$ cat config.mk
export PLATFORM = sky130hd
export DESIGN_NAME = sar_bus_ctrl
export DESIGN_NICKNAME = d
export VERILOG_FILES = /design/src/rtl/sar_bus_pkg.sv /design/src/rtl/strobe_sync.sv /design/src/rtl/sar_engine.sv /design/src/rtl/bus_latch.sv /design/src/rtl/sar_bus_ctrl.sv
export SDC_FILE = /design/constraint.sdc
export NUM_CORES = 1
export LEC_CHECK = 0
export CAP_MARGIN = 30
export CORE_ASPECT_RATIO = 1.4
export CORE_MARGIN = 3
export CORE_UTILIZATION = 45
export CTS_CLUSTER_DIAMETER = 120
export DETAILED_ROUTE_END_ITERATION = 12
export MAX_ROUTING_LAYER = met4
export PLACE_DENSITY = 0.7
export SYNTH_ARGS = -nofsm -noshare
export SYNTH_HDL_FRONTEND = slang
export SYNTH_SLANG_ARGS = --single-unit
$ cat constraint.sdc
create_clock -name clk_i -period 2.4 [get_ports clk_i]
set_clock_uncertainty 0.1 [all_clocks]
set_input_delay 0.6 -clock clk_i [delete_from_list [all_inputs] [get_ports clk_i]]
set_output_delay 0.6 -clock clk_i [all_outputs]
set_load 0.02 [all_outputs]
$ cat src/rtl/sar_bus_pkg.sv
package sar_bus_pkg;
  typedef enum logic [2:0] {
    ST_IDLE,
    ST_ARMED,
    ST_SAMP_P,
    ST_SAMP_N,
    ST_SEARCH
  } conv_state_e;
endpackage

$ cat src/rtl/strobe_sync.sv
module strobe_sync #(
  parameter int W      = 3,
  parameter int STAGES = 2
) (
  input  logic         clk_i,
  input  logic         rst_ni,
  input  logic [W-1:0] d_i,
  output logic [W-1:0] q_o
);
  logic [W-1:0] stage_q [STAGES];

  for (genvar g = 0; g < STAGES; g++) begin : g_stage
    if (g == 0) begin : g_first
      always_ff @(posedge clk_i or negedge rst_ni) begin
        if (!rst_ni) stage_q[0] <= '1;
        else         stage_q[0] <= d_i;
      end
    end else begin : g_next
      always_ff @(posedge clk_i or negedge rst_ni) begin
        if (!rst_ni) stage_q[g] <= '1;
        else         stage_q[g] <= stage_q[g-1];
      end
    end
  end

  assign q_o = stage_q[STAGES-1];
endmodule

$ cat src/rtl/sar_engine.sv
module sar_engine
  import sar_bus_pkg::*;
#(
  parameter int RES_W = 8
) (
  input  logic             clk_i,
  input  logic             rst_ni,
  input  logic             arm_i,
  input  logic             start_i,
  input  logic             cmp_i,
  output logic [RES_W-1:0] trial_o,
  output logic             samp_pos_o,
  output logic             samp_neg_o,
  output logic             armed_o,
  output logic             done_o,
  output logic [RES_W-1:0] code_o
);
  localparam int IDX_W = (RES_W > 1) ? $clog2(RES_W) : 1;
  localparam logic [IDX_W-1:0] IDX_TOP = IDX_W'(RES_W - 1);

  conv_state_e      state_q;
  logic [RES_W-1:0] code_q;
  logic [IDX_W-1:0] idx_q;
  logic [RES_W-1:0] bit_mask;
  logic [RES_W-1:0] keep_code;
  logic             in_search;

  assign in_search  = (state_q == ST_SEARCH);
  assign bit_mask   = RES_W'(1) << idx_q;
  assign trial_o    = in_search ? (code_q | bit_mask) : '0;
  assign keep_code  = cmp_i ? trial_o : code_q;
  assign samp_pos_o = (state_q == ST_SAMP_P);
  assign samp_neg_o = (state_q == ST_SAMP_N);
  assign armed_o    = (state_q == ST_ARMED);
  assign code_o     = in_search ? keep_code : '0;

  // clamp path ends at the negative-sample cycle
  assign done_o = !arm_i &&
                  ((in_search && idx_q == '0) || (samp_neg_o && !cmp_i));

  always_ff @(posedge clk_i or negedge rst_ni) begin
    if (!rst_ni) begin
      state_q <= ST_IDLE;
      code_q  <= '0;
      idx_q   <= '0;
    end else if (arm_i) begin
      state_q <= ST_ARMED;
      code_q  <= '0;
      idx_q   <= '0;
    end else begin
      unique case (state_q)
        ST_ARMED:  if (start_i) state_q <= ST_SAMP_P;
        ST_SAMP_P: state_q <= ST_SAMP_N;
        ST_SAMP_N: begin
          code_q <= '0;
          idx_q  <= IDX_TOP;
          state_q <= cmp_i ? ST_SEARCH : ST_IDLE;
        end
        ST_SEARCH: begin
          code_q <= keep_code;
          if (idx_q == '0) state_q <= ST_IDLE;
          else             idx_q   <= idx_q - 1'b1;
        end
        default: state_q <= ST_IDLE;
      endcase
    end
  end
endmodule

$ cat src/rtl/bus_latch.sv
module bus_latch #(
  parameter int RES_W = 8
) (
  input  logic             clk_i,
  input  logic             rst_ni,
  input  logic             arm_i,
  input  logic             rd_clr_i,
  input  logic             done_i,
  input  logic [RES_W-1:0] code_i,
  output logic             intr_no,
  output logic [RES_W-1:0] result_o
);
  logic             intr_q;
  logic [RES_W-1:0] result_q;

  always_ff @(posedge clk_i or negedge rst_ni) begin
    if (!rst_ni) begin
      intr_q   <= 1'b1;
      result_q <= '0;
    end else if (arm_i) begin
      intr_q <= 1'b1;
    end else if (done_i) begin
      intr_q   <= 1'b0;
      result_q <= code_i;
    end else if (rd_clr_i) begin
      intr_q <= 1'b1;
    end
  end

  assign intr_no  = intr_q;
  assign result_o = result_q;
endmodule

$ cat src/rtl/sar_bus_ctrl.sv
module sar_bus_ctrl #(
  parameter int RES_W       = 8,
  parameter int SYNC_STAGES = 2
) (
  input  logic             clk_i,
  input  logic             rst_ni,
  input  logic             cs_ni,
  input  logic             wr_ni,
  input  logic             rd_ni,
  input  logic             cmp_i,
  output logic [RES_W-1:0] trial_o,
  output logic             samp_pos_o,
  output logic             samp_neg_o,
  output logic             intr_no,
  output logic [RES_W-1:0] data_o,
  output logic             data_oe_o
);
  logic [2:0]       strb_s;
  logic             cs_s, wr_s, rd_s;
  logic             wr_prev_q, rd_act_prev_q;
  logic             rd_act, wr_fall, wr_rise, rd_clr;
  logic             engine_armed, conv_done;
  logic [RES_W-1:0] conv_code;

  strobe_sync #(.W(3), .STAGES(SYNC_STAGES)) u_sync (
    .clk_i (clk_i),
    .rst_ni(rst_ni),
    .d_i   ({cs_ni, wr_ni, rd_ni}),
    .q_o   (strb_s)
  );

  assign {cs_s, wr_s, rd_s} = strb_s;

  always_ff @(posedge clk_i or negedge rst_ni) begin
    if (!rst_ni) begin
      wr_prev_q     <= 1'b1;
      rd_act_prev_q <= 1'b0;
    end else begin
      wr_prev_q     <= wr_s;
      rd_act_prev_q <= rd_act;
    end
  end

  assign rd_act  = !cs_s && !rd_s;
  assign wr_fall = !cs_s && !wr_s && wr_prev_q;
  assign wr_rise = wr_s && !wr_prev_q;
  assign rd_clr  = rd_act && !rd_act_prev_q;

  sar_engine #(.RES_W(RES_W)) u_engine (
    .clk_i     (clk_i),
    .rst_ni    (rst_ni),
    .arm_i     (wr_fall),
    .start_i   (wr_rise),
    .cmp_i     (cmp_i),
    .trial_o   (trial_o),
    .samp_pos_o(samp_pos_o),
    .samp_neg_o(samp_neg_o),
    .armed_o   (engine_armed),
    .done_o    (conv_done),
    .code_o    (conv_code)
  );

  bus_latch #(.RES_W(RES_W)) u_latch (
    .clk_i   (clk_i),
    .rst_ni  (rst_ni),
    .arm_i   (wr_fall),
    .rd_clr_i(rd_clr),
    .done_i  (conv_done),
    .code_i  (conv_code),
    .intr_no (intr_no),
    .result_o(data_o)
  );

  // drive enable follows the pins directly so the bus turns around at once
  assign data_oe_o = !cs_ni && !rd_ni;
endmodule

==> flow_summary.toml <==
[outcome]
status = "finished, final reports clean"

[grt]
antenna_found_initial = 0
grt_pass1_wl_um = 5370
grt_start_max_net_pins = 32
grt_pass1_vias = 1153
grt_usage_pct = 20.2
gr-total-overflow = 0

[finish]
synthToLayoutAreaGrowth_pct = 34.0
num_antenna_cells = 0
nets = 189
final_layout_size_suffix_gt1_share_pct = 27.4
stdcell_count = 216

[drt]
first_pass_iters = 4
drtAntennaViolNets = 0
wl_per_cell_um = 15.0
drt_iter0_drc = 24
vias = 1156
vias_per_cell = 5.35
drc = 0
wirelength_um = 3250

[logic_synthesis]
yosysTopAreaCell = "dfrtp_1"
avgSynthCellArea_um2 = 10.7
synth_area_leaders = "dfrtp_1 (40%), dfstp_2 (15%), o21ai_0 (8.1%)"
synth_cell_types = 30
yosysTopAreaCellShare_pct = 40.3
synth_nets = 145
yosysSeqAreaShare_pct = 55.0
syn_inst = 134
netlist_area_um2 = 1430
synth_warnings = 0
synth-seq-cells = 31

[clock_network]
clock-sinks = 31
htree_levels = 2
numCtsBuffers = 5
cts_root_buffer = "clkbuf_8"
cts_tree = "done"
clk_pin_slew_worst_paths_ps = 60
insertion_delay_ps = 280
cts_buffer_depth = 2

[critical_path]
rr_startpoint = "u_engine.state_q[1]$_DFFE_PN0P_"
critical_path.top_delay_family = "simple AND/OR/NAND/NOR gates"
crit_type = "reg -> out"
crit_path_cell_trace = "or3b_4 > nor2_1 > clkdlybuf4s15_1"
crit_path_max_fanout = 7
max_stage_delay_ps = 460
startpoint_type = "flip-flop"
crit_buf_inv = 1
cp-end-kind = "output port"
reg2reg_slack_ps = 510
r2r.worst_path.cells = 7
crit_slowest_cell = "or3b_4"
crit_start = "u_engine.state_q[0]$_DFFE_PN0P_"
critical_path_required_ps = 1700
r2r_end = "u_latch.result_o[0]$_DFFE_PN0P_"
cp.arrival_ps = 1620

[worst_hold_path]
holdCritPathClass = "reg -> reg"
worstHoldEndpoint = "u_sync.q_o[0]$_DFF_PN1_"
hold_start = "u_sync.stage_q[3]$_DFF_PN1_"
hold_path_depth = 0

[timing]
fin_crit_sh_pct = 96.7
hold_viol_final = 0
finalSetupViolCount = 0
timing.fmax_mhz = 431
slew_viol_final = 0
relSlewSlack_pct = 74.1
rsz0062_at_grt = "no"
tightest_slew_ps = 388
period_minus_slack_ps = 2320

[place]
port_buffers = 25
place.gp.congestion = 0.825
dp_hpwl_um = 2230
placed_cells = 207

[floorplan]
core_um2 = 2960
die_area_um2 = 3890
start_util_pct = 48.2
rows = 23
die_y_um = 72.6
die_x_um = 53.6
ios = 26

[power_and_ir_drop]
powerDensity_nw_per_um2 = 901
finalPower_uw = 1720
leakagePower_uw = 0.000871
vdd_drop_max_mv = 0.461

[run]
max_cap_violations = 0
layout make-up:
| type | instances | area, um2 |
|---|---|---|
| fill | 237 | 1050 |
| inverter | 3 | 11.3 |
| timing repair buffer | 45 | 380 |
| sequential | 31 | 786 |
| clock inverter | 1 | 7.51 |
| multi-input combinational | 92 | 586 |
| tap | 37 | 46.3 |
| clock buffer | 7 | 96.3 |
layout by cell type, fill, tap and decap left out, drive strengths merged, types with 5 or more instances in the layout:
master         instances
o21ai                 23
dfrtp                 23
nor2                  21
buf                   20
clkdlybuf4s50         14
clkbuf                11
dfstp                  8
a21oi                  7
a22oi                  7
ha                     5
per-stage QoR:
stage | utilization [%] | hold slack (ps) | TNS (ps) | setup WS (ps) | cell area, um2
finish | 64.5 | 256 | 0 | 78.8 | 1910
global route | 64.5 | 263 | 0 | 0.610 | 1910
CTS | 64.7 | 257 | 0 | 1.26 | 1920
detailed placement | 61.4 | 247 | -68.9 | -38.1 | 1820
global placement | 61.4 | 246 | -26.8 | -26.8 | 1820
floorplan | - | 204 | 0 | 377 | 1430
synth_stat cells:
cell	number
a211oi_1	2
a21oi_1	7
a22oi_1	7
a2bb2oi_2	1
a31o_2	1
a32oi_1	1
buf_6	3
clkbuf_1	5
dfrtp_1	23
dfstp_2	8
ha_1	5
inv_1	3
mux2i_1	1
nand2_1	1
nand2b_1	3
nand3b_1	1
nor2_1	20
nor2_4	1
nor2b_1	3
nor2b_2	1
nor3_1	4
nor3b_1	1
nor3b_4	1
o21a_1	3
o21ai_0	23
o31ai_2	1
or2_1	1
or2_2	1
or3b_1	1
xnor2_1	1
cell families (layout without fill, tap and decap cells):
group / after synthesis / in the layout / share of synthesized area (%)
adder cells (fa/ha/maj): 5 / 5 / 4.38
AO/OA/AOI/OAI: 46 / 46 / 20.0
XOR/XNOR: 1 / 1 / 0.614
AND/OR/NAND/NOR: 39 / 39 / 14.8
buffers and inverters: 11 / 56 / 4.47
flip-flops: 31 / 31 / 55.0
multiplexers: 1 / 1 / 0.701
power by group:
part           total, uW  switching, uW  internal [uW]  leakage [uW]
clock network        454            193            260     0.0000505
logic                605            324            281      0.000426
registers            666           60.1            606      0.000394
total               1720            577           1150      0.000871
state kept, by name (all words and copies together) (netlist names):
register,flops
rd_act_prev_q,1
u_engine.code_q,8
u_engine.idx_q,3
u_engine.state_q,3
u_latch.intr_no,1
u_latch.result_o,8
u_sync.q_o,3
u_sync.stage_q,3
wr_prev_q,1
metal layers:
metal,global-route usage (%),up-vias,share of wire (%)
met2,32.3,33,53
li1,-,556,-
met5,-,-,0
met3,6.13,4,5.1
met1,22.9,563,41
met4,8.52,0,0.77
what timing repair did:
action | CTS | global route
hold buffers | 0 | 0
setup endpoints to repair | 10 | 9
gates resized for setup | 14 | 10
pin swaps | 0 | 1
setup buffers | 0 | 1
how the worst max path moves through the flow:
stage,to,slack (ps),depth (start not counted)
finish,trial_o[6],80,3
global route,trial_o[3],0.6,5
CTS,samp_pos_o,1,4
detailed placement,data_oe_o,-40,3
global placement,data_oe_o,-30,3
floorplan,trial_o[4],380,3
Note: power is estimated with default switching activity, not from simulation.
